==> src/rtl/fracn_pkg.sv <==
// Shared definitions for the fractional-N modulator.
// Assumes the cancellation network is written for exactly three stages.
package fracn_pkg;
    typedef enum logic [1:0] {
        ORD_ONE   = 2'd0,
        ORD_TWO   = 2'd1,
        ORD_THREE = 2'd2,
        ORD_TOP   = 2'd3
    } mash_order_e;

    localparam int MASH_STAGES = 3;
    // signed width of the combined shaped value, range -3..4
    localparam int SHAPED_W    = 4;
endpackage

==> src/rtl/fracn_div_ctl.sv <==
// Divider-control accumulator: a first-order accumulator whose carry
// dithers the feedback divide value between int and int+1.
// Assumes frac_i and int_i are already registered configuration.
module fracn_div_ctl #(
    parameter int FRAC_W = 20,
    parameter int INT_W  = 8
) (
    input  logic              clk,
    input  logic              rst_n,
    input  logic [FRAC_W-1:0] frac_i,
    input  logic [INT_W-1:0]  int_i,
    output logic [FRAC_W-1:0] residue_o,
    output logic [INT_W:0]    div_o
);
    logic [FRAC_W:0] sum_w;

    // modular sum of residue and fraction, top bit is the carry
    always_comb begin
        sum_w = {1'b0, residue_o} + {1'b0, frac_i};
    end

    // update residue and the registered divide value
    always_ff @(posedge clk) begin
        if (!rst_n) begin
            residue_o <= '0;
            div_o     <= '0;
        end else begin
            residue_o <= sum_w[FRAC_W-1:0];
            div_o     <= {1'b0, int_i} + {{INT_W{1'b0}}, sum_w[FRAC_W]};
        end
    end
endmodule

==> src/rtl/fracn_stage.sv <==
// One first-order stage of the noise-shaping cascade. It exposes the
// new contents (sum_o) combinationally so the next stage can add them in
// the same cycle. Assumes in_i is stable before the clock edge.
module fracn_stage #(
    parameter int W = 20
) (
    input  logic         clk,
    input  logic         rst_n,
    input  logic [W-1:0] in_i,
    output logic [W-1:0] sum_o,
    output logic         carry_o
);
    logic [W-1:0] acc_q;

    // add input to stored contents, split off the carry
    always_comb begin
        {carry_o, sum_o} = {1'b0, acc_q} + {1'b0, in_i};
    end

    // store new contents
    always_ff @(posedge clk) begin
        if (!rst_n) acc_q <= '0;
        else        acc_q <= sum_o;
    end


    wrap_chk: assert property (@(posedge clk) disable iff (!rst_n)
        carry_o == (sum_o < in_i));
endmodule

==> src/rtl/fracn_cancel.sv <==
// Error-cancellation network for a three-stage cascade. Stage k's carry
// passes through k-1 first differences, then the enabled terms are added.
// Carry history is kept every cycle whatever the order selected.
module fracn_cancel
    import fracn_pkg::*;
#(
    parameter int Y_W = SHAPED_W
) (
    input  logic                  clk,
    input  logic                  rst_n,
    input  logic [MASH_STAGES-1:0] carry_i,
    input  mash_order_e           order_i,
    output logic signed [Y_W-1:0] y_o
);
    logic c2_p, c3_p, c3_pp;
    logic signed [Y_W-1:0] t1, d2, d3;

    // keep one edge of c2 history and two edges of c3 history
    always_ff @(posedge clk) begin
        if (!rst_n) begin
            c2_p  <= 1'b0;
            c3_p  <= 1'b0;
            c3_pp <= 1'b0;
        end else begin
            c2_p  <= carry_i[1];
            c3_p  <= carry_i[2];
            c3_pp <= c3_p;
        end
    end

    // form the differenced terms
    always_comb begin
        t1 = $signed({{(Y_W-1){1'b0}}, carry_i[0]});
        d2 = $signed({{(Y_W-1){1'b0}}, carry_i[1]})
           - $signed({{(Y_W-1){1'b0}}, c2_p});
        d3 = $signed({{(Y_W-1){1'b0}}, carry_i[2]})
           - $signed({{(Y_W-2){1'b0}}, c3_p, 1'b0})
           + $signed({{(Y_W-1){1'b0}}, c3_pp});
    end

    // pick the terms enabled by the order
    always_comb begin
        case (order_i)
            ORD_ONE: y_o = t1;
            ORD_TWO: y_o = t1 + d2;
            default: y_o = t1 + d2 + d3;
        endcase
    end


    one_rng_chk: assert property (@(posedge clk) disable iff (!rst_n)
        (order_i == ORD_ONE) |-> (y_o >= 0 && y_o <= 1));

    two_rng_chk: assert property (@(posedge clk) disable iff (!rst_n)
        (order_i == ORD_TWO) |-> (y_o >= -1 && y_o <= 2));
endmodule

==> src/rtl/fracn_dac_map.sv <==
// Places the signed shaped value around mid-scale, scales it by a power
// of two and clamps it into an unsigned DAC code. Purely combinational.
module fracn_dac_map #(
    parameter int DAC_W    = 14,
    parameter int SCALE_SH = 11,
    parameter int Y_W      = 4
) (
    input  logic signed [Y_W-1:0] y_i,
    output logic [DAC_W-1:0]      code_o
);
    localparam int WIDE = DAC_W + Y_W + 1;
    localparam logic signed [WIDE-1:0] MID_W = WIDE'(2 ** (DAC_W - 1));
    localparam logic signed [WIDE-1:0] TOP_W = WIDE'(2 ** DAC_W - 1);

    logic signed [WIDE-1:0] y_ext, wide_w;

    // offset, scale and clamp
    always_comb begin
        y_ext  = {{(WIDE-Y_W){y_i[Y_W-1]}}, y_i};
        wide_w = MID_W + (y_ext <<< SCALE_SH);
        if (wide_w < 0)          code_o = '0;
        else if (wide_w > TOP_W) code_o = TOP_W[DAC_W-1:0];
        else                     code_o = wide_w[DAC_W-1:0];
    end
endmodule

==> src/rtl/fracn_modulator.sv <==
// Top of the fractional-N modulator. It captures the configuration on a
// load strobe, dithers the divide value with a first-order accumulator,
// and shapes that accumulator's residue through a cascade of selectable
// order into a registered cancellation DAC code.
// Assumes one update per reference clock and a synchronous active-low reset.
module fracn_modulator
    import fracn_pkg::*;
#(
    parameter int FRAC_W   = 20,
    parameter int INT_W    = 8,
    parameter int DAC_W    = 14,
    parameter int SCALE_SH = DAC_W - 3
) (
    input  logic              clk,
    input  logic              rst_n,
    input  logic              cfg_load,
    input  logic [FRAC_W-1:0] frac_in,
    input  logic [INT_W-1:0]  int_in,
    input  logic [1:0]        order_in,
    output logic [INT_W:0]    div_val,
    output logic [DAC_W-1:0]  dac_code
);
    localparam logic [DAC_W-1:0] MID_CODE  = DAC_W'(2 ** (DAC_W - 1));
    localparam logic [DAC_W-1:0] STEP_CODE = DAC_W'(2 ** SCALE_SH);

    logic [FRAC_W-1:0] frac_cfg;
    logic [INT_W-1:0]  int_cfg;
    mash_order_e       ord_cfg;
    logic [FRAC_W-1:0] residue;

    logic [FRAC_W-1:0]      st_in  [MASH_STAGES];
    logic [FRAC_W-1:0]      st_sum [MASH_STAGES];
    logic [MASH_STAGES-1:0] st_carry;
    logic signed [SHAPED_W-1:0] shaped;
    logic [DAC_W-1:0]       code_w;

    // capture configuration on the load strobe
    always_ff @(posedge clk) begin
        if (!rst_n) begin
            frac_cfg <= '0;
            int_cfg  <= '0;
            ord_cfg  <= ORD_ONE;
        end else if (cfg_load) begin
            frac_cfg <= frac_in;
            int_cfg  <= int_in;
            ord_cfg  <= mash_order_e'(order_in);
        end
    end

    fracn_div_ctl #(.FRAC_W(FRAC_W), .INT_W(INT_W)) u_div (
        .clk       (clk),
        .rst_n     (rst_n),
        .frac_i    (frac_cfg),
        .int_i     (int_cfg),
        .residue_o (residue),
        .div_o     (div_val)
    );

    for (genvar k = 0; k < MASH_STAGES; k++) begin : g_stage
        if (k == 0) begin : g_head
            assign st_in[k] = residue;
        end else begin : g_link
            assign st_in[k] = st_sum[k-1];
        end
        fracn_stage #(.W(FRAC_W)) u_st (
            .clk     (clk),
            .rst_n   (rst_n),
            .in_i    (st_in[k]),
            .sum_o   (st_sum[k]),
            .carry_o (st_carry[k])
        );
    end

    fracn_cancel #(.Y_W(SHAPED_W)) u_cancel (
        .clk     (clk),
        .rst_n   (rst_n),
        .carry_i (st_carry),
        .order_i (ord_cfg),
        .y_o     (shaped)
    );

    fracn_dac_map #(.DAC_W(DAC_W), .SCALE_SH(SCALE_SH), .Y_W(SHAPED_W)) u_map (
        .y_i    (shaped),
        .code_o (code_w)
    );

    // register the DAC code
    always_ff @(posedge clk) begin
        if (!rst_n) dac_code <= MID_CODE;
        else        dac_code <= code_w;
    end


    div_rng_chk: assert property (@(posedge clk) disable iff (!rst_n)
        $past(rst_n) |-> (div_val == {1'b0, $past(int_cfg)} ||
                          div_val == {1'b0, $past(int_cfg)} + 1'b1));

    one_lvl_chk: assert property (@(posedge clk) disable iff (!rst_n)
        ($past(rst_n) && $past(ord_cfg) == ORD_ONE) |->
            (dac_code == MID_CODE || dac_code == MID_CODE + STEP_CODE));
endmodule

==> config.mk <==
export PLATFORM = sky130hd
export DESIGN_NAME = fracn_modulator
export DESIGN_NICKNAME = d
export VERILOG_FILES = /design/src/rtl/fracn_pkg.sv /design/src/rtl/fracn_div_ctl.sv /design/src/rtl/fracn_stage.sv /design/src/rtl/fracn_cancel.sv /design/src/rtl/fracn_dac_map.sv /design/src/rtl/fracn_modulator.sv
export SDC_FILE = /design/constraint.sdc
export NUM_CORES = 1
export LEC_CHECK = 0
export BUFFER_PORTS_ARGS = -buffer_cell sky130_fd_sc_hd__buf_2
export CORE_MARGIN = 2
export CORE_UTILIZATION = 40
export DETAILED_ROUTE_END_ITERATION = 8
export SLEW_MARGIN = 0
export SYNTH_ARGS = -nofsm -noshare
export SYNTH_HDL_FRONTEND = slang
export SYNTH_SLANG_ARGS = --single-unit
==> constraint.sdc <==
create_clock -name clk -period 6.8 [get_ports clk]
set_input_delay 1.36 -clock clk [delete_from_list [all_inputs] [get_ports clk]]
set_output_delay 1.36 -clock clk [all_outputs]
set_load 0.02 [all_outputs]
# [Word level (Yosys, flattened, before mapping)]
# Cells that the tools add are included.
[totals] reg_bits=136 input_bits=33 wordCells=33
[classes] n_addsub=11 magnitude_cmp=2 eq_ne=1 n_mux=3 n_bitwise=1 reduce_logical=2
[op_table] cell="$add A20 B20 Y21" count=4
[op_table] cell="$mux W14" count=2
[op_table] cell="$add A15 B15 Y16 const A" count=1
[op_table] cell="$gt A16 B15 Y1 const B" count=1
[op_table] cell="$lt A16 B1 Y1 const B" count=1
[op_table] cell="$add A8 B1 Y9" count=1
[op_table] cell="$pmux W4 S2" count=1
[op_table] cell="$add A2 B4 Y4" count=1
[op_table] cell="$add A4 B2 Y4" count=1
[op_table] cell="$add A4 B4 Y4" count=1
[op_table] cell="$sub A1 B2 Y3" count=1
[op_table] cell="$eq A2 B1 Y1 const B" count=1
[op_table] cell="$logic_not A2 Y1" count=1
[op_table] cell="$reduce_or A2 Y1" count=1
[op_table] cell="$sub A1 B1 Y2" count=1
[op_table] cell="$not A1 Y1" count=1

# [Logic depth before layout (Yosys ltp)]
[depth] depth_word=11 depth_mapped=30 mapped_depth_nobuf=30

# [Cells and area by module]
# A second synthesis with hierarchy kept.
[hier_totals] cells_unflattened=987 area_unflattened_um2=8867.3
[by_module_without_submodules] mod="fracn_stage at g_stage[0].u_st ..." n_inst=2 cells_each=202 area_each_um2=1667.8
[by_module_without_submodules] mod="fracn_div_ctl" n_inst=1 cells_each=229 area_each_um2=1949.4
[by_module_without_submodules] mod="fracn_stage at g_stage[2].u_st" n_inst=1 cells_each=181 area_each_um2=1641.6
[by_module_without_submodules] mod="fracn_modulator" n_inst=1 cells_each=126 area_each_um2=1545.2
[by_module_without_submodules] mod="fracn_cancel" n_inst=1 cells_each=33 area_each_um2=285.3
[by_module_without_submodules] mod="fracn_dac_map" n_inst=1 cells_each=14 area_each_um2=110.1

# [Worst setup path after synthesis]
# OpenSTA, ideal clock, no wires.
[synth_path] kind="reg2reg" from="register g_stage[0].u_st.acc_q[0]" to="register dac_code[12]" setup_time_ps=128 arrival_time_ps=5940 required_ps=6672 setup_slack_ps=732 path_stages_with_launch=30 path_buffers=1 period_less_slack_ps=6068 cell_sequence="dfxtp_1 ha_1 fa_1 a21oi_1 o22ai_1 o41ai_2 nor2_1 a21boi_0 xnor2_1 ha_1 clkbuf_1 a21o_1 a21o_1 a221oi_1 a21oi_1 nor2_1 xnor2_1 ha_1 a21oi_1 o21ai_0 o21a_1 o31ai_1 fa_1 inv_1 fa_1 xnor2_1 inv_1 maj3_1 a21oi_1 nor2_1"
[synth_via] elab_chain_len=10
[synth_lines] element="from (decl)" line_no="fracn_stage.sv:13" text="logic [W-1:0] acc_q;"
[synth_lines] element="from (signal assigned)" line_no="fracn_stage.sv:23" text="else acc_q <= sum_o;"
[synth_lines] element="$add A20 B20 Y21 *" line_no="fracn_stage.sv:17" text="{carry_o, sum_o} = {1'b0, acc_q} + {1'b0, in_i};"
[synth_lines] element="named net g_stage[0].u_st.sum_o[12]" line_no="fracn_stage.sv:10" text="output logic [W-1:0] sum_o,"
[synth_lines] element="$add A20 B20 Y21 *" line_no="fracn_stage.sv:17"
[synth_lines] element="named net g_stage[1].u_st.sum_o[17]" line_no="fracn_stage.sv:10"
[synth_lines] element="$add A20 B20 Y21 *" line_no="fracn_stage.sv:17"
[synth_lines] element="$sub A1 B2 Y3 *" line_no="fracn_cancel.sv:37" text="- $signed({{(Y_W-2){1'b0}}, c3_p, 1'b0})"
[synth_lines] element="$add A4 B2 Y4 *" line_no="fracn_cancel.sv:38" text="+ $signed({{(Y_W-1){1'b0}}, c3_pp});"
[synth_lines] element="$add A4 B4 Y4 *" line_no="fracn_cancel.sv:46" text="default: y_o = t1 + d2 + d3;"
[synth_lines] element="$pmux W4 S2 *" line_no="fracn_cancel.sv:43" text="case (order_i)"
[synth_lines] element="$add A15 B15 Y16 *" line_no="fracn_dac_map.sv:20" text="wide_w = MID_W + (y_ext <<< SCALE_SH);"
[synth_lines] element="$gt A16 B15 Y1 / $lt A16 B1 Y1 (equally long branches)" line_no="fracn_dac_map.sv:22, fracn_dac_map.sv:21"
[synth_lines] element="$mux W14 / $reduce_or A2 Y1 (equally long branches)"
[synth_lines] element="to (signal assigned)" line_no="fracn_modulator.sv:90" text="else dac_code <= code_w;"
[synth_lines] element="to (decl)" line_no="fracn_modulator.sv:21" text="output logic [DAC_W-1:0] dac_code"
# Mark *: on every way through the listed nets, which the timed path passes. The rest lies on a longest branch.
# A chain may end at the register's enable or synchronous reset.

# [Worst setup path in the final report]
[layout_path] from="register u_div.residue_o[1]" to="register dac_code[12]"
[layout_via] elab_chain_len=10
[layout_lines] element="from (decl)" line_no="fracn_div_ctl.sv:12" text="output logic [FRAC_W-1:0] residue_o,"
[layout_lines] element="from (signal assigned)" line_no="fracn_div_ctl.sv:28" text="residue_o <= sum_w[FRAC_W-1:0];"
[layout_lines] element="$add A20 B20 Y21 *" line_no="fracn_stage.sv:17"
[layout_lines] element="named net g_stage[0].u_st.sum_o[7]" line_no="fracn_stage.sv:10"
[layout_lines] element="$add A20 B20 Y21 *" line_no="fracn_stage.sv:17"
[layout_lines] element="named net g_stage[1].u_st.sum_o[11]" line_no="fracn_stage.sv:10"
[layout_lines] element="$add A20 B20 Y21 *" line_no="fracn_stage.sv:17"
[layout_lines] element="$sub A1 B2 Y3 *" line_no="fracn_cancel.sv:37"
[layout_lines] element="$add A4 B2 Y4 *" line_no="fracn_cancel.sv:38"
[layout_lines] element="$add A4 B4 Y4 *" line_no="fracn_cancel.sv:46"
[layout_lines] element="$pmux W4 S2 *" line_no="fracn_cancel.sv:43"
[layout_lines] element="$add A15 B15 Y16 *" line_no="fracn_dac_map.sv:20"
[layout_lines] element="$gt A16 B15 Y1 / $lt A16 B1 Y1 (equally long branches)" line_no="fracn_dac_map.sv:22, fracn_dac_map.sv:21"
[layout_lines] element="$mux W14 / $reduce_or A2 Y1 (equally long branches)"
# Marked as above.

==> impl_results.md <==
* DR vias at 5944
* Routed Antenna Nets at 0
* Final Power at roughly 3.9 mW
* Vias in the first global route at slightly below 6000
* Cell area after synthesis at 7670 µm²
* Avg Inst Size Synth at 8.98 µm²
* CTS tree: built
* CP Buf/Inv Count at 2
* DIE HEIGHT at 142 µm
* Crit share post-route at around 92%
* Fin crit period at 6270 ps
* Yosys top cell by area: dfxtp_1
* Diode count at 0
* Hold Path End: frac_cfg[0]$_SDFFE_PN0P_
* Most frequently used flop master after synthesis: dfxtp_1
* Largest net degree at the start of global routing at 62
* Max_cap viols at 0
* Hold_ws at just over 500 ps
* Overflow left after global routing at 0
* Synth top area share at 32.9%
* CP peak stage delay at ~410 ps
* Max clock buf depth at 2
* WHS Path Cells at 2
* Sequential share of the synthesized area at about a third
* FF-to-FF End: dac_code[12]$_SDFF_PP0_
* Worst vdd ir at between 0.1 and 0.15 mV
* Core box area at between 15000 and 20000 µm²
* Top delay family on crit path: compound AO/OA/AOI/OAI gates
* Die Span X at about 140 µm
* Initial core utilization at 40.9%
* Site row count at 50
* Status: completed
* Synth-to-Final Area Change at 14.5%
* Final Max Slew Viols at 0
* Syn Nets at roughly 1000
* Critical Setup Path Class: reg -> reg
* Synth top area cells: dfxtp_1, ha_1, nor2_1, mux2i_1, xnor2_1
* Slowest CP cell: dfxtp_1
* P per Cell Area at 446 nW/µm²
* Setup TNS at 0 ps
* Synth cell types at about 60
* DR iter-0 viols at 290
* Crit. End Element: flop
* Synth async-reset ratio at 0%
* Share of cells above drive strength 1 at between 10 and 15%
* First-pass GRT wire length at ~27000 µm
* CTS root buffer: clkbuf_16
* Reg clk slew, reported paths at ~60 ps
* # fillers at about 1800
* I/O pins at 56
* LEAKAGE at ~4.3 nW
* Worst reg2reg setup slack at 530 ps
* Critical path data arrival time at ~6600 ps
* Final Setup Violations at 0
* Sink Count at roughly 130
* Final net count at just over 1000
* Clk_lat worst skew at 420 ps
* Worst relative slew slack at about two fifths
* Fin. Hold Viols at 0
* Via density at ~5.2
* Post-synthesis register bit count at 126
* HP Start: frac_cfg[0]$_SDFFE_PN0P_
* Startpoint Class: flop
* Die Area at 20300 µm²
* DR pass1 iterations at 4
* PortBufs at 55
* Yosys warns at 0
* Worst Path Required at approximately 7000 ps
* RD Place Congestion at 0.813
* RSZ-0062 raised after global routing: false
* Avg WL per Cell at between 10 and 15 µm
* Reg-to-reg startpoint: u_div.residue_o[1]$_SDFF_PN0_
* Initial antenna violation count at 0
* CTS HTree Levels at 4
* Max Clock Skew at between 10 and 15 ps
* Total CTS buffers at 17
* Total global-route track usage at 16.2%
* Synthesized instance count at roughly 850
* Final wirelength at about 15000 µm
* Post-synth EDFFs at 0
* Hold Crit Class: reg -> reg
* Hpwl dp at between 10000 and 15000 µm
* Worst-path fanout max at 6
* Worst slew pin tran at between 800 and 900 ps
* Max Freq at between 150 and 200 MHz
* R2R cell count at 28
* Drt drc at 0
[cell families (layout without fill, tap and decap cells)]
| group | after synthesis | after routing | share of synthesized area, % |
|---|---|---|---|
| and+or+nand+nor | 271 | 271 | 17.4 |
| AOI/OAI and AO/OA | 196 | 196 | 17.9 |
| DFF | 126 | 126 | 32.9 |
| adders and majority gates | 96 | 96 | 16.2 |
| buffers and inverters | 66 | 126 | 3.72 |
| xor gates and xnor gates | 64 | 64 | 7.31 |
| muxes | 35 | 35 | 4.57 |
[registers in the layout, summed over array words and instances (netlist names), 2 cells and up]
name                cells
ord_cfg                 2
u_div.div_o             9
dac_code                4
int_cfg                 8
frac_cfg               20
g_stage.u_st.acc_q     60
u_div.residue_o        20
[timing repair]
item | 4_1_cts | 5_1_grt
hold buffers | 0 | 0
setup buffers | 0 | 4
endpoints found under the setup margin | 0 | 2
resized for setup | 0 | 6
[worst max path at each step]
stage	startpoint	to	slack, ps	depth (start not counted)
after global routing	u_div.residue_o[0]$_SDFF_PN0_	dac_code[12]$_SDFF_PP0_	50	28
after global placement	u_div.residue_o[0]$_SDFF_PN0_	dac_code[12]$_SDFF_PP0_	360	28
after floorplan	g_stage[0].u_st.acc_q[0]$_SDFF_PN0_	dac_code[12]$_SDFF_PP0_	730	29
after CTS	u_div.residue_o[0]$_SDFF_PN0_	dac_code[12]$_SDFF_PP0_	240	28
final	u_div.residue_o[1]$_SDFF_PN0_	dac_code[12]$_SDFF_PP0_	530	28
after detailed placement	u_div.residue_o[0]$_SDFF_PN0_	dac_code[12]$_SDFF_PP0_	290	28
[area by class of cell]
class,count,area [µm²],share of cell area (%)
Clock buffer,17,425,4.85
Tap cell,234,293,3.34
Sequential cell,126,2520,28.7
Inverter,29,109,1.24
Timing Repair Buffer,65,350,3.99
Clock inverter,15,186,2.12
Multi-Input combinational cell,662,4890,55.7
[metal layers]
layer / GRT usage, % / part of all wire [%] / vias up
li1: - / - / 3147
met4: 5.94 / 0.83 / 0
met3: 3.40 / 2.8 / 9
met2: 26.8 / 46 / 81
met1: 20.8 / 50 / 2707
met5: 0 / 0 / -
[worst min-delay path, cell delays in order (launching register included)]
cell     delay, ps
dfxtp_1        330
mux2i_1         70
nor2_1          80
[synthesized netlist by cell type, drive strengths merged, types with 4 or more instances]
library cell	number
nor3b	4
xor2	25
nand3	15
o41ai	4
nand2	34
a31oi	12
buf	13
ha	88
o31ai	6
dfxtp	126
xnor2	39
nor2	102
clkbuf	24
and2	46
a21o	38
inv	29
o21a	14
and3	11
fa	6
mux2i	35
nand4	10
a221oi	5
o21ai	21
a21oi	51
o21bai	4
nand2b	10
a211oi	8
a21boi	6
nor3	18
nor2b	7
[power by group]
part,internal [mW],switching (mW),total [mW]
Combinational,0.877,1.13,2.01
Clock,0.580,0.350,0.930
Sequential,0.909,0.0689,0.978
Total,2.37,1.55,3.91
[stage by stage]
stage               setup WS [ps]  std cells  area (µm²)  util [%]
finish                        527       1148        8780      46.8
global route                 47.5       1148        8780      46.8
CTS                           238       1144        8720      46.4
detailed placement            287       1112        8110      43.2
global placement              359       1112        8110      43.2
floorplan                     732        854        7670         -
[cells in the final DEF (no fill, tap or decap), types with 14 or more instances in the layout]
| cell | n |
|---|---|
| nand2_1 | 34 |
| xnor2_1 | 38 |
| xor2_1 | 25 |
| mux2i_1 | 35 |
| ha_1 | 88 |
| dfxtp_1 | 126 |
| nand3_1 | 15 |
| buf_2 | 55 |
| nor2_1 | 101 |
| inv_1 | 28 |
| a21o_1 | 38 |
| a21oi_1 | 48 |
| o21ai_0 | 21 |
| and2_1 | 46 |
| nor3_1 | 18 |
| clkbuf_16 | 17 |
| o21a_1 | 14 |
Note: power is estimated with default switching activity, not from simulation.
